--- src/rtl/coh_pkg.sv ---
// Shared types for the coherence line controller.
// Assumes: state and command codes are fixed by the bus protocol and
// must not be reordered.
package coh_pkg;

    typedef enum logic [1:0] {
        LS_INV = 2'd0,
        LS_SHR = 2'd1,
        LS_MOD = 2'd2
    } line_st_t;

    typedef enum logic [1:0] {
        BC_READ  = 2'd0,
        BC_READX = 2'd1,
        BC_UPGR  = 2'd2,
        BC_WBACK = 2'd3
    } bus_cmd_t;

endpackage

--- src/rtl/coh_tag_array.sv ---
// Direct-mapped tag and state store with two combinational read ports
// (processor side and snoop side) and one synchronous write port.
// Assumes: the caller serialises writers, so one write per cycle suffices.
// Every line state resets to Invalid.
module coh_tag_array
    import coh_pkg::*;
#(
    parameter int LINES = 8,
    parameter int TAG_W = 9,
    localparam int IDX_W = $clog2(LINES)
) (
    input  logic             clk,
    input  logic             rst_n,
    input  logic [IDX_W-1:0] a_idx,
    output logic [TAG_W-1:0] a_tag,
    output line_st_t         a_state,
    input  logic [IDX_W-1:0] b_idx,
    output logic [TAG_W-1:0] b_tag,
    output line_st_t         b_state,
    input  logic             we,
    input  logic [IDX_W-1:0] w_idx,
    input  logic [TAG_W-1:0] w_tag,
    input  line_st_t         w_state
);

    logic [TAG_W-1:0] tag_q [LINES];
    line_st_t         st_q  [LINES];

    // Update the addressed line; clear all states on reset.
    always_ff @(posedge clk) begin
        if (!rst_n) begin
            for (int i = 0; i < LINES; i++) begin
                tag_q[i] <= '0;
                st_q[i]  <= LS_INV;
            end
        end else begin
            for (int i = 0; i < LINES; i++) begin
                if (we && (w_idx == IDX_W'(i))) begin
                    tag_q[i] <= w_tag;
                    st_q[i]  <= w_state;
                end
            end
        end
    end

    // Processor-side lookup.
    always_comb begin
        a_tag   = tag_q[a_idx];
        a_state = st_q[a_idx];
    end

    // Snoop-side lookup.
    always_comb begin
        b_tag   = tag_q[b_idx];
        b_state = st_q[b_idx];
    end

endmodule

--- src/rtl/coh_wb_fifo.sv ---
// Ordered queue of line addresses that wait for a write-back slot on the bus.
// Assumes: push never happens when full. The controller guarantees this
// because each entry is a distinct line that left the Modified state.
// A pop while empty is ignored.
module coh_wb_fifo #(
    parameter int DEPTH = 8,
    parameter int W     = 12,
    localparam int PTR_W = $clog2(DEPTH),
    localparam int CNT_W = $clog2(DEPTH + 1)
) (
    input  logic             clk,
    input  logic             rst_n,
    input  logic             push,
    input  logic [W-1:0]     push_data,
    input  logic             pop,
    output logic             empty,
    output logic [W-1:0]     head,
    output logic [CNT_W-1:0] count
);

    logic [W-1:0]     mem_q [DEPTH];
    logic [PTR_W-1:0] wr_q, rd_q;
    logic [CNT_W-1:0] cnt_q;
    logic             do_pop;

    function automatic logic [PTR_W-1:0] ptr_inc(input logic [PTR_W-1:0] p);
        return (p == PTR_W'(DEPTH - 1)) ? '0 : p + 1'b1;
    endfunction

    assign empty  = (cnt_q == '0);
    assign do_pop = pop && !empty;
    assign head   = mem_q[rd_q];
    assign count  = cnt_q;

    // Store pushed entries and advance both pointers and the fill count.
    always_ff @(posedge clk) begin
        if (!rst_n) begin
            wr_q  <= '0;
            rd_q  <= '0;
            cnt_q <= '0;
            for (int i = 0; i < DEPTH; i++) mem_q[i] <= '0;
        end else begin
            if (push) begin
                mem_q[wr_q] <= push_data;
                wr_q        <= ptr_inc(wr_q);
            end
            if (do_pop) rd_q <= ptr_inc(rd_q);
            cnt_q <= cnt_q + CNT_W'(push) - CNT_W'(do_pop);
        end
    end

endmodule

--- src/rtl/coh_snoop_logic.sv ---
// Snoop-side transition decision for one observed transaction.
// Assumes: 'match' means a tag hit on a non-Invalid line. Write-back
// transactions from others need no action here.
module coh_snoop_logic
    import coh_pkg::*;
(
    input  logic     snoop_valid,
    input  bus_cmd_t snoop_cmd,
    input  logic     match,
    input  line_st_t state,
    output logic     resp_hit,
    output logic     resp_dirty,
    output logic     upd,
    output line_st_t next_state
);

    logic act;

    // Decide response and new state: reads downgrade, ownership requests invalidate.
    always_comb begin
        act        = snoop_valid && (snoop_cmd != BC_WBACK) && match;
        resp_hit   = act;
        resp_dirty = act && (state == LS_MOD);
        upd        = act;
        next_state = (snoop_cmd == BC_READ) ? LS_SHR : LS_INV;
    end

endmodule

--- src/rtl/coh_cpu_logic.sv ---
// Processor-side decision: hit completion, dirty-victim eviction, or a
// bus command with its fill state.
// Assumes: a snoop in the same cycle takes precedence, and local commands
// wait while any write-back is queued.
module coh_cpu_logic
    import coh_pkg::*;
(
    input  logic     req_valid,
    input  logic     req_write,
    input  logic     match,
    input  line_st_t slot_state,
    input  logic     snoop_busy,
    input  logic     wb_pending,
    input  logic     bus_gnt,
    output logic     done,
    output logic     fill,
    output logic     evict,
    output logic     local_req,
    output bus_cmd_t local_cmd,
    output line_st_t fill_state
);

    line_st_t cur;
    logic     need_bus;
    logic     go;

    // Classify the request against the current line state.
    always_comb begin
        cur        = match ? slot_state : LS_INV;
        need_bus   = req_write ? (cur != LS_MOD) : (cur == LS_INV);
        go         = req_valid && !snoop_busy;
        evict      = go && need_bus && !match && (slot_state == LS_MOD);
        local_req  = go && need_bus && !evict && !wb_pending;
        fill       = local_req && bus_gnt;
        done       = (go && !need_bus) || fill;
        fill_state = req_write ? LS_MOD : LS_SHR;
        if (!req_write)          local_cmd = BC_READ;
        else if (cur == LS_SHR)  local_cmd = BC_UPGR;
        else                     local_cmd = BC_READX;
    end

endmodule

--- src/rtl/coh_line_ctrl.sv ---
// Three-state snooping coherence controller for one private cache.
// Combines the tag/state store, snoop and processor decisions, and the
// write-back queue, and drives the single-command bus port.
// Assumes: the processor holds its request until cpu_done, and bus_gnt is
// valid in the cycle it answers bus_req.
module coh_line_ctrl
    import coh_pkg::*;
#(
    parameter int ADDR_W     = 16,
    parameter int LINES      = 8,
    parameter int LINE_BYTES = 16
) (
    input  logic              clk,
    input  logic              rst_n,
    input  logic              cpu_req_valid,
    input  logic              cpu_req_write,
    input  logic [ADDR_W-1:0] cpu_req_addr,
    output logic              cpu_busy,
    output logic              cpu_done,
    output logic              bus_req,
    input  logic              bus_gnt,
    output logic [1:0]        bus_cmd,
    output logic [ADDR_W-1:0] bus_addr,
    input  logic              snoop_valid,
    input  logic [1:0]        snoop_cmd,
    input  logic [ADDR_W-1:0] snoop_addr,
    output logic              snoop_hit,
    output logic              snoop_dirty
);

    localparam int OFS_W = $clog2(LINE_BYTES);
    localparam int IDX_W = $clog2(LINES);
    localparam int TAG_W = ADDR_W - IDX_W - OFS_W;
    localparam int LN_W  = TAG_W + IDX_W;
    localparam int CNT_W = $clog2(LINES + 1);

    logic [IDX_W-1:0] c_idx, s_idx, w_idx;
    logic [TAG_W-1:0] c_tag, s_tag, a_tag, b_tag, w_tag;
    line_st_t         a_state, b_state, w_state, s_next, fill_st;
    logic             c_match, s_match, we;
    logic             s_upd, ev, fill, loc_req;
    bus_cmd_t         loc_cmd;
    logic             wb_empty, wb_push;
    logic [LN_W-1:0]  wb_head, wb_data;
    logic [CNT_W-1:0] wb_count;
    logic             unused_ofs;

    // Split both request addresses into tag and slot index.
    always_comb begin
        c_idx = cpu_req_addr[OFS_W +: IDX_W];
        c_tag = cpu_req_addr[ADDR_W-1 -: TAG_W];
        s_idx = snoop_addr[OFS_W +: IDX_W];
        s_tag = snoop_addr[ADDR_W-1 -: TAG_W];
    end

    assign unused_ofs = ^{cpu_req_addr[OFS_W-1:0], snoop_addr[OFS_W-1:0]};

    coh_tag_array #(.LINES(LINES), .TAG_W(TAG_W)) u_tags (
        .clk     (clk),
        .rst_n   (rst_n),
        .a_idx   (c_idx),
        .a_tag   (a_tag),
        .a_state (a_state),
        .b_idx   (s_idx),
        .b_tag   (b_tag),
        .b_state (b_state),
        .we      (we),
        .w_idx   (w_idx),
        .w_tag   (w_tag),
        .w_state (w_state)
    );

    // Tag comparison for both lookups; an Invalid line never matches.
    always_comb begin
        c_match = (a_state != LS_INV) && (a_tag == c_tag);
        s_match = (b_state != LS_INV) && (b_tag == s_tag);
    end

    coh_snoop_logic u_snoop (
        .snoop_valid (snoop_valid),
        .snoop_cmd   (bus_cmd_t'(snoop_cmd)),
        .match       (s_match),
        .state       (b_state),
        .resp_hit    (snoop_hit),
        .resp_dirty  (snoop_dirty),
        .upd         (s_upd),
        .next_state  (s_next)
    );

    coh_cpu_logic u_cpu (
        .req_valid  (cpu_req_valid),
        .req_write  (cpu_req_write),
        .match      (c_match),
        .slot_state (a_state),
        .snoop_busy (snoop_valid),
        .wb_pending (!wb_empty),
        .bus_gnt    (bus_gnt),
        .done       (cpu_done),
        .fill       (fill),
        .evict      (ev),
        .local_req  (loc_req),
        .local_cmd  (loc_cmd),
        .fill_state (fill_st)
    );

    assign cpu_busy = cpu_req_valid && !cpu_done;

    // Single write port: snoop update, then eviction, then fill.
    always_comb begin
        we      = 1'b0;
        w_idx   = c_idx;
        w_tag   = c_tag;
        w_state = LS_INV;
        if (s_upd) begin
            we      = 1'b1;
            w_idx   = s_idx;
            w_tag   = s_tag;
            w_state = s_next;
        end else if (ev) begin
            we      = 1'b1;
            w_tag   = a_tag;
            w_state = LS_INV;
        end else if (fill) begin
            we      = 1'b1;
            w_state = fill_st;
        end
    end

    // Queue write-backs from dirty snoop hits and dirty evictions.
    always_comb begin
        wb_push = snoop_dirty || ev;
        wb_data = snoop_dirty ? {s_tag, s_idx} : {a_tag, c_idx};
    end

    coh_wb_fifo #(.DEPTH(LINES), .W(LN_W)) u_wbq (
        .clk       (clk),
        .rst_n     (rst_n),
        .push      (wb_push),
        .push_data (wb_data),
        .pop       (bus_gnt),
        .empty     (wb_empty),
        .head      (wb_head),
        .count     (wb_count)
    );

    // Bus command select: queued write-backs before local commands.
    always_comb begin
        bus_req = !wb_empty || loc_req;
        if (!wb_empty) begin
            bus_cmd  = 2'(BC_WBACK);
            bus_addr = {wb_head, {OFS_W{1'b0}}};
        end else begin
            bus_cmd  = 2'(loc_cmd);
            bus_addr = {c_tag, c_idx, {OFS_W{1'b0}}};
        end
    end

endmodule

--- config.mk ---
export PLATFORM = sky130hd
export DESIGN_NAME = coh_line_ctrl
export DESIGN_NICKNAME = d
export VERILOG_FILES = /design/src/rtl/coh_pkg.sv /design/src/rtl/coh_tag_array.sv /design/src/rtl/coh_wb_fifo.sv /design/src/rtl/coh_snoop_logic.sv /design/src/rtl/coh_cpu_logic.sv /design/src/rtl/coh_line_ctrl.sv
export SDC_FILE = /design/constraint.sdc
export NUM_CORES = 1
export LEC_CHECK = 0
export ABC_CLOCK_PERIOD_IN_PS = 8650
export BUFFER_PORTS_ARGS = -buffer_cell sky130_fd_sc_hd__clkbuf_2
export CORE_MARGIN = 4
export CORE_UTILIZATION = 48
export CTS_CLUSTER_SIZE = 8
export DETAILED_ROUTE_END_ITERATION = 8
export GPL_ROUTABILITY_DRIVEN = 0
export PLACE_DENSITY = 0.65
export SLEW_MARGIN = 20
export SYNTH_ARGS = -nofsm -noshare
export SYNTH_HDL_FRONTEND = slang
export SYNTH_HIERARCHICAL = 1
export SYNTH_SLANG_ARGS = --single-unit
--- constraint.sdc ---
create_clock -name clk -period 8.65 [get_ports clk]
set_clock_uncertainty 0.1 [all_clocks]
set_input_delay 1.73 -clock clk [delete_from_list [all_inputs] [get_ports clk]]
set_output_delay 1.73 -clock clk [all_outputs]
set_load 0.005 [all_outputs]
== Word level (Yosys, flattened, before mapping) ==
Memories as Yosys holds them, arrays and structs flattened. A register that Yosys moved wholly into a read port is not among the register bits.
Index checks and enable logic that the tools add are counted.
Storage, ports and cells
  flip-flop bits (word level): 10
  RAM bits: 184
  input bits: 40
  output and inout bits: 23
  logic and storage cells: 150
  memories kept: 3
Memories
  u_wbq.mem_q: depth 8, width 12, read ports 1, clocked after Yosys merged registers in 1, write ports 8, RTL line coh_wb_fifo.sv:21  | logic [W-1:0] mem_q [DEPTH];
  u_tags.tag_q: depth 8, width 9, read ports 2, clocked after Yosys merged registers in 0, write ports 8, RTL line coh_tag_array.sv:26  | logic [TAG_W-1:0] tag_q [LINES];
  u_tags.st_q: depth 8, width 2, read ports 2, clocked after Yosys merged registers in 0, write ports 8, RTL line coh_tag_array.sv:27  | line_st_t st_q [LINES];
Cells by class
  add/sub/neg operators: 4
  equality and inequality tests: 16
  multiplexer cells: 69
  bitwise logic cells: 16
  reduce and logical (&&, ||, !) cells: 39
Operator list (number)
  2-to-1 mux 9 bit: 10
  2-to-1 mux 1 bit: 34
  2-to-1 mux 2 bit: 16
  2-to-1 mux 12 bit: 2
  logical AND 1 bit: 23
  equality test 3 bit (second input constant): 6
  equality test 9 bit: 2
  2-to-1 mux 3 bit: 6
  2-to-1 mux 16 bit: 1
  OR 1 bit: 16
  OR reduction 12 bit: 1
  adder 3 x 1 -> 3 bit (second input constant): 2
  equality test 3 x 2 -> 1 bit (second input constant): 2
  logical NOT 1 bit: 6
  adder 4 x 1 -> 4 bit: 1
  equality test 2 bit (second input constant): 2
  logical NOT 2 bit: 2
  logical NOT 4 bit: 1
  != test 2 bit (second input constant): 2
  nonzero test 2 bit: 2
  subtractor 4 x 1 -> 4 bit: 1
  equality test 3 x 1 -> 1 bit (second input constant): 1
  logical NOT 3 bit: 1
  logical OR 1 bit: 3
  equality test 2 x 1 -> 1 bit (second input constant): 1

== Depth between registers and ports, before layout ==
Gate-level depths: netlist of the first run.
An unclocked memory read counts as a cell.
  depth in word-level cells: 21
  mapped depth: 15
  depth with buffers taken out: 13

== Cells and area by module ==
The synthesis of the first run kept the hierarchy.
Modules (own cells, without submodules)
  coh_wb_fifo: times used 1, cells an instance 329, area each 5059.9 um2, sequential area each 3143.0 um2
  coh_tag_array: times used 1, cells an instance 276, area each 4583.1 um2, sequential area each 2642.5 um2
  coh_line_ctrl: times used 1, cells an instance 106, area each 864.6 um2, sequential area each 0.0 um2
  coh_cpu_logic: times used 1, cells an instance 17, area each 100.1 um2, sequential area each 0.0 um2
  coh_snoop_logic: times used 1, cells an instance 8, area each 50.0 um2, sequential area each 0.0 um2

== Worst setup path before layout of the first run ==
Ideal clock, no wire load.
  path kind: input port to flip-flop
  from: input port snoop_addr[4]
  to: memory u_wbq.mem_q[0][0] (enable)
  setup time: 0.398 ns
  data arrival time: 5.211 ns
  setup slack: 2.942 ns
  cell stages on the path: 13
  path buffers: 3
  path through: buf_6 -> mux4_1 -> mux2_2 -> xnor2_1 -> nand4_1 -> nor3_1 -> nand2_1 -> a2111oi_2 -> buf_6 -> or2_2 -> buf_2 -> nand2b_1 -> o21ai_0
RTL lines
  from (decl): RTL line coh_line_ctrl.sv:26  | input logic [ADDR_W-1:0] snoop_addr,
  to (decl): RTL line coh_wb_fifo.sv:21

== Final worst setup path of the first run ==
  from: input port snoop_addr[4]
  to: output port snoop_dirty
Between the ends
  word-level cells in the longest chain between the ends: 5
Ends and longest elaborated chain
  memory (8 x 9 bit)
  via b_tag[1]: RTL line coh_line_ctrl.sv:38  | logic [TAG_W-1:0] c_tag, s_tag, a_tag, b_tag, w_tag;
  equality test 9 bit: RTL line coh_line_ctrl.sv:76  | s_match = (b_state != LS_INV) && (b_tag == s_tag);
  logical AND 1 bit: RTL line coh_line_ctrl.sv:76
  via s_match: RTL line coh_line_ctrl.sv:40  | logic c_match, s_match, we;
  logical AND 1 bit: RTL line coh_snoop_logic.sv:21  | act = snoop_valid && (snoop_cmd != BC_WBACK) && match;
  logical AND 1 bit: RTL line coh_snoop_logic.sv:23  | resp_dirty = act && (state == LS_MOD);
  to (decl): RTL line coh_line_ctrl.sv:28  | output logic snoop_dirty
The timed path passes the listed nets, and every way through them passes these cells.

==> results of run 1 <==
[logic make-up (layout without fill, tap and decap cells)]
group                    count (synthesis)  count (layout)  share of synthesized area
adder cells (fa/ha/maj)                 10              10                     0.0124
buffers and inverters                   73             123                     0.0370
AND/OR/NAND/NOR                        264             264                      0.130
other                                    2               5                   0.000705
multiplexers                           144             144                      0.248
flip-flops                             197             197                      0.543
AO/OA/AOI/OAI                           27              27                     0.0142
XOR/XNOR                                19              19                     0.0156
[worst max-delay path, stage by stage]
cell and delay [ns]:
clkbuf_2 0.66, mux4_1 0.65, mux2_2 0.30, xnor2_1 0.19
nand4_1 0.26, nor3_1 0.27, nand2_1 0.14, a2111oi_4 0.81
clkbuf_2 0.25
[synth_stat cells, types with 5 or more instances]
library cell	number	area share
nor2b_1	7	0.0041
nor3_1	7	0.0033
buf_4	7	0.0049
and2_1	99	0.058
mux2_2	55	0.058
buf_1	5	0.0018
mux4_1	66	0.16
clkbuf_1	19	0.0067
nor2_1	78	0.027
mux2_4	6	0.0085
buf_6	11	0.012
nand4_1	5	0.0029
dfxtp_1	13	0.024
nand2b_1	8	0.0047
o21ai_0	19	0.0089
mux2i_1	15	0.014
nand2_1	43	0.015
buf_2	6	0.0028
inv_1	22	0.0077
ha_1	9	0.011
edfxtp_1	184	0.52
xnor2_1	19	0.016
[registers in the layout (all words and copies together), names as in the netlist, named ones only]
register,count
u_wbq/wr_q,3
u_tags/tag_q,72
u_wbq/rd_q,3
u_tags/st_q,16
u_wbq/count,4
u_wbq/mem_q,96
[power groups by stage]
stage	Combinational [uW]	Sequential, uW	Clock (uW)
detailed placement	496	1140	0
global placement	480	1140	0
CTS	499	1120	812
finish	497	1120	798
global route	536	1130	854
floorplan	357	1130	0
[per-layer routing]
| layer | vias up | track usage | share of wire | wire (um) |
|---|---|---|---|---|
| met5 | - | 0 | 0 | 0 |
| met4 | 0 | 0.0660 | 0.016 | 419 |
| met3 | 33 | 0.0253 | 0.055 | 1420 |
| met2 | 254 | 0.340 | 0.48 | 12300 |
| met1 | 3290 | 0.304 | 0.45 | 11500 |
| li1 | 2864 | - | - | - |
[through the flow]
stage	instances	setup slack, ns
3_5_place_dp	1037	1.53
6_report	1069	1.55
5_1_grt	1069	1.38
4_1_cts	1069	1.57
2_1_floorplan	739	2.94
3_3_place_gp	1037	1.55
[final timing paths]
| kind | startpoint | end | slack, ns | cells after the start |
|---|---|---|---|---|
| worst min-delay path | u_wbq/rd_q[0]$_SDFFE_PN0N_ | u_wbq/rd_q[0]$_SDFFE_PN0N_ | 0.42 | 2 |
| worst max-delay path | snoop_addr[4] | snoop_dirty | 1.55 | 9 |
| worst min register to register | u_wbq/rd_q[0]$_SDFFE_PN0N_ | u_wbq/rd_q[0]$_SDFFE_PN0N_ | 0.42 | 2 |
| worst max register to register | u_tags/tag_q[1][6]$_SDFFCE_PN0P_ | u_tags/tag_q[0][7]$_SDFFCE_PN0P_ | 3.59 | 10 |
[layout make-up]
type / instances / area [um^2]
repair buffers: 69 / 393
clock inverters: 15 / 180
fillers: 1777 / 10100
clock buffers: 17 / 425
multi-input cells: 469 / 4520
inverters: 22 / 82.6
well taps: 280 / 350
flip-flops and latches: 197 / 5790
[cells in the final DEF, fill, tap and decap left out, drive strengths merged]
cell type	Yosys	layout
edfxtp	184	184
and2	99	99
nor2	78	78
mux4	68	68
clkbuf	22	67
mux2	61	61
nand2	43	43
inv	22	30
o21ai	20	20
xnor2	19	19
buf	29	19
mux2i	15	15
dfxtp	13	13
ha	9	9
nand2b	9	9
nor2b	7	7
nor3	7	7
clkinv	0	6
nand4	5	5
conb	2	5
nand3b	3	3
nand4b	3	3
nand4bb	3	3
a21oi	3	3
or2	1	1
or3	1	1
clkinvlp	0	1
and2b	1	1
o21bai	1	1
a2111oi	1	1
or4b	1	1
nor3b	1	1
or3b	1	1
nand3	1	1
o22ai	1	1
a21o	1	1
fa	1	1
==> summary.md, run 1 <==
| Metric | Value |
|---|---|
| Minimum clock period | `7.10 ns` |
| Worst ir drop on vdd | `0.0000958 V` |
| Die H | `157 um` |
| Final hold slack | `0.425 ns` |
| Vias in the first global route | `6521` |
| Switching pwr | `688 uW` |
| Seq pwr share | `0.464` |
| Fin crit share | `0.821` |
| Setup violations, final | `0` |
| Cell Pwr Density | `206 nW/um^2` |
| Status | `completed` |
| Yosys Warn Count | `6` |
| Vias per cell | `6.03` |
| Int Power | `1730 uW` |
| Antenna viol nets, final | `0` |
| Die area | `24700 um^2` |
| Design Area, Final | `11700 um^2` |
| Crit. End Element | `output port` |
| Hold Fails Final Rpt | `0` |
| Slew margin rel. | `0.314` |
| Initial Utilization | `0.488` |
| Clock sink count | `197` |
| Synth Register Bits | `197` |
| Drt first pass iters | `6` |
| Syn avg cell area | `14.5 um^2` |
| Overflow after GRT | `0` |
| First-pass GRT wire length | `38300 um` |
| Clock-pin slew on the worst setup and hold paths | `0.08 ns` |
| Comb pwr share | `0.206` |
| Clock share of power | `0.330` |
| Synth unique cells | `43` |
| Post-Syn Area | `10700 um^2` |
| Final Core Density | `0.538` |
| Fin. max-slew vios | `0` |
| Cells after Synth | `736` |
| Leakage power | `0.00450 uW` |
| Seq/Total Area, Yosys | `0.543` |
| Critical Path Start Type | `primary input` |
| Critical Path AT | `5.27 ns` |
| Slew @ Worst Pin | `1.03 ns` |
| WS Path Type | `in2out` |
| Number of flops mapped to enable cells by yosys | `184` |
| Resize count post-CTS | `0` |
| CTS tree | `done` |
| Layout cells sized above 1 | `0.215` |
| GRT Total Usage | `0.211` |
| Postcts setup bufs | `0` |
| Final wirelength | `25700 um` |
| Max-cap viol count | `0` |
| Clk_lat worst skew | `0.45 ns` |
| Num CTS Buffers | `17` |
| Pin count of the biggest net entering global routing | `46` |
| IO buf count | `50` |
| Dpl cell area | `11100 um^2` |
| ANT cells | `0` |
| Htree depth | `4` |
| Root Buffer | `clkbuf_16` |
| Avg WL per Cell | `24.0 um` |
| Max clock buf depth | `2` |
| Ys flop type | `edfxtp_1` |
| P&R area growth vs syn | `10.1%` |
| Via count | `6441` |
| Initial antenna violation count | `0` |
| DP HPWL | `16800 um` |
| RSZ-0062 raised after global routing | `no` |
| Top Ports | `63` |
| Site row count | `54` |
| Total Power | `2420 uW` |
| Async SR Flop Fraction | `0` |
| Final nets | `826` |
| Drt drc | `0` |
| Post-route setup TNS | `0 ns` |
| CP Max Fanout | `24` |
| Critical path data required time | `6.82 ns` |
| Class of the worst hold path | `reg2reg` |
| Starting DRT DRC Count | `551` |
| Fmax | `141 MHz` |
| Die extent in x | `157 um` |
| Sw frac | `0.285` |
| Core area | `21800 um^2` |
| Hold-fix buffers, CTS | `0` |
Power figures use the tool's default switching activity.
==> inputs of run 2 (changes only) <==
--- a/config.mk
+++ b/config.mk
@@ -5,7 +5,7 @@
 export SDC_FILE = /design/constraint.sdc
 export NUM_CORES = 1
 export LEC_CHECK = 0
-export ABC_CLOCK_PERIOD_IN_PS = 8650
+export ABC_CLOCK_PERIOD_IN_PS = 6700
 export BUFFER_PORTS_ARGS = -buffer_cell sky130_fd_sc_hd__clkbuf_2
 export CORE_MARGIN = 4
 export CORE_UTILIZATION = 48
==> constraint.sdc (replaced) <==
create_clock -name clk -period 6.7 [get_ports clk]
set_clock_uncertainty 0.1 [all_clocks]
set_input_delay 1.34 -clock clk [delete_from_list [all_inputs] [get_ports clk]]
set_output_delay 1.34 -clock clk [all_outputs]
set_load 0.005 [all_outputs]
==> run 2 against run 1 <==
Combinational power rose by 27%; wire length decreased by 2.0%; sequential cell count unchanged; sequential power is 29% higher; critical path type unchanged; total power is 27% higher; hold slack worse by 0.016 ns; first-iteration DRC count up 8.7%; die area stayed put; core utilization increased by 0.15 points.
==> summary.md, run 2 (synthesis results as in run 1) <==
| Metric | Value |
|---|---|
| Status | `completed (unchanged)` |
| Clock-pin slew on the worst setup and hold paths | `0.08 ns (about the same)` |
| Htree depth | `4 (unchanged)` |
| Setup violations, final | `0 (unchanged)` |
| Site row count | `54 (unchanged)` |
| CP Max Fanout | `24 (unchanged)` |
| IO buf count | `50 (unchanged)` |
| Max clock buf depth | `2 (unchanged)` |
| ANT cells | `0 (unchanged)` |
| Die H | `157 um (unchanged)` |
| Drt first pass iters | `5 (was 6)` |
| Hold Fails Final Rpt | `0 (unchanged)` |
| Num CTS Buffers | `17 (unchanged)` |
| Most flop-heavy register | `u_wbq/mem_q (unchanged)` |
| Worst ir drop on vdd | `0.000140 V (was 0.0000958 V)` |
| Avg WL per Cell | `23.4 um (was 24.0 um)` |
| Hold-fix buffers, CTS | `0 (unchanged)` |
| RSZ-0062 raised after global routing | `no (unchanged)` |
| Slew @ Worst Pin | `0.855 ns (was 1.03 ns)` |
| Fillers | `1762 (was 1777)` |
| P&R area growth vs syn | `10.4% (was 10.1%)` |
| Overflow after GRT | `0 (unchanged)` |
| Class of the worst hold path | `reg2reg (unchanged)` |
| Critical Path AT | `4.63 ns (was 5.27 ns)` |
| Final Core Density | `0.539 (was 0.538)` |
| Worst R2R Setup Slack | `2.05 ns (was 3.59 ns)` |
| Cell Pwr Density | `262 nW/um^2 (was 206 nW/um^2)` |
| FF/Latch Area | `5790 um^2 (unchanged)` |
| Clock sink count | `197 (unchanged)` |
| Via count | `6362 (was 6441)` |
| Most frequent cells in the layout | `184 x edfxtp_1, 99 x and2_1, 78 x nor2_1, 66 x mux4_1, 55 x mux2_2 (unchanged)` |
| Leakage power | `0.00453 uW (was 0.00450 uW)` |
| Postcts setup bufs | `0 (unchanged)` |
| Post-route setup TNS | `0 ns (unchanged)` |
| WS Path Type | `in2out (unchanged)` |
| Crit. End Element | `output port (unchanged)` |
| Critical Path Start Type | `primary input (unchanged)` |
| Vias per cell | `5.91 (was 6.03)` |
| Fin crit share | `0.905` |
| Core area | `21800 um^2 (unchanged)` |
| Clk_lat worst skew | `0.44 ns (was 0.45 ns)` |
| Starting DRT DRC Count | `599 (was 551)` |
| Top Registers | `u_wbq/mem_q x96, u_tags/tag_q x72, u_tags/st_q x16 (unchanged)` |
| Die extent in x | `157 um (unchanged)` |
| Initial antenna violation count | `0 (unchanged)` |
| Antenna viol nets, final | `0 (unchanged)` |
| Most common cell after layout, fill and taps aside | `edfxtp_1 (unchanged)` |
| First-pass GRT wire length | `38100 um (was 38300 um)` |
| Largest register FFs | `96 (unchanged)` |
| Fmax | `165 MHz` |
| Multi-input gate area | `4520 um^2 (about the same)` |
| DP HPWL | `16900 um (was 16800 um)` |
| Minimum clock period | `6.07 ns` |
| GRT Total Usage | `0.210 (was 0.211)` |
| Layout cells sized above 1 | `0.222 (was 0.215)` |
| Slew margin rel. | `0.430 (was 0.314)` |
| Resize count post-CTS | `0 (unchanged)` |
| Final nets | `833 (was 826)` |
| Die area | `24700 um^2 (unchanged)` |
| Critical path data required time | `5.26 ns (was 6.82 ns)` |
| Vias in the first global route | `6509 (was 6521)` |
| Drt drc | `0 (unchanged)` |
| CTS tree | `done (unchanged)` |
| Max-cap viol count | `0 (unchanged)` |
| Pin count of the biggest net entering global routing | `46 (unchanged)` |
| Root Buffer | `clkbuf_16 (unchanged)` |
| Final wirelength | `25100 um (was 25700 um)` |
| Top Ports | `63 (unchanged)` |
| Fin. max-slew vios | `0 (unchanged)` |
| Initial Utilization | `0.488 (unchanged)` |
==> run 2: cell count changes in the layout (fill, tap and decap cells not counted), sizes merged <==
cell      previous run  this run
inv                 30        31
clkinvlp             1         0
buf                 19        26
==> run 2: power by group <==
group	internal, uW	leakage, uW	total [uW]	switching (uW)
clock network	499	0.000287	997	499
registers	1410	0.00200	1450	41.0
logic	314	0.00224	633	319
total	2220	0.00453	3080	859
==> run 2: worst max-delay path, cell delays in order <==
cell	delay, ns
clkbuf_2	0.64
mux4_1	0.65
mux2_2	0.33
xnor2_1	0.24
nand4_1	0.21
nor3_1	0.50
nand2_1	0.17
o21bai_1	0.21
nor3_1	0.07
nand2b_1	0.14
clkbuf_2	0.12
==> run 2: path summary, 6_finish.rpt <==
kind                                    startpoint                          endpoint  cells past startpoint
setup / recovery                   cpu_req_addr[4]                           bus_req                     11
hold / removal          u_wbq/rd_q[1]$_SDFFE_PN0N_        u_wbq/rd_q[1]$_SDFFE_PN0N_                      2
setup reg to reg  u_tags/tag_q[3][1]$_SDFFCE_PN0P_  u_tags/tag_q[0][4]$_SDFFCE_PN0P_                     10
hold reg to reg         u_wbq/rd_q[1]$_SDFFE_PN0N_        u_wbq/rd_q[1]$_SDFFE_PN0N_                      2
==> run 2: layout make-up <==
cell class,count,area share
clock inverters,15,0.0131
multi-input cells,469,0.384
repair buffers,76,0.0379
clock buffers,17,0.0362
well taps,280,0.0298
flip-flops and latches,197,0.492
inverters,22,0.00702
==> run 2: metal layers <==
metal,track usage,vias up,wire [um]
met5,0,-,0
met4,0.0651,0,469
met3,0.0302,31,1580
met2,0.341,259,11900
met1,0.296,3205,11200
li1,-,2867,-
==> run 2: stage by stage <==
step / worst slack [ns] / cell area, um^2 / cells / total power (uW) / hold WS [ns]
global route: 0.472 / 11800 / 1076 / 3200 / 0.457
finish: 0.634 / 11800 / 1076 / 3080 / 0.409
global placement: 0.536 / 11200 / 1044 / 2090 / 0.376
CTS: 0.783 / 11800 / 1076 / 3100 / 0.410
detailed placement: 0.484 / 11200 / 1044 / 2110 / 0.397
floorplan: 1.38 / 10700 / 739 / 1910 / 0.354
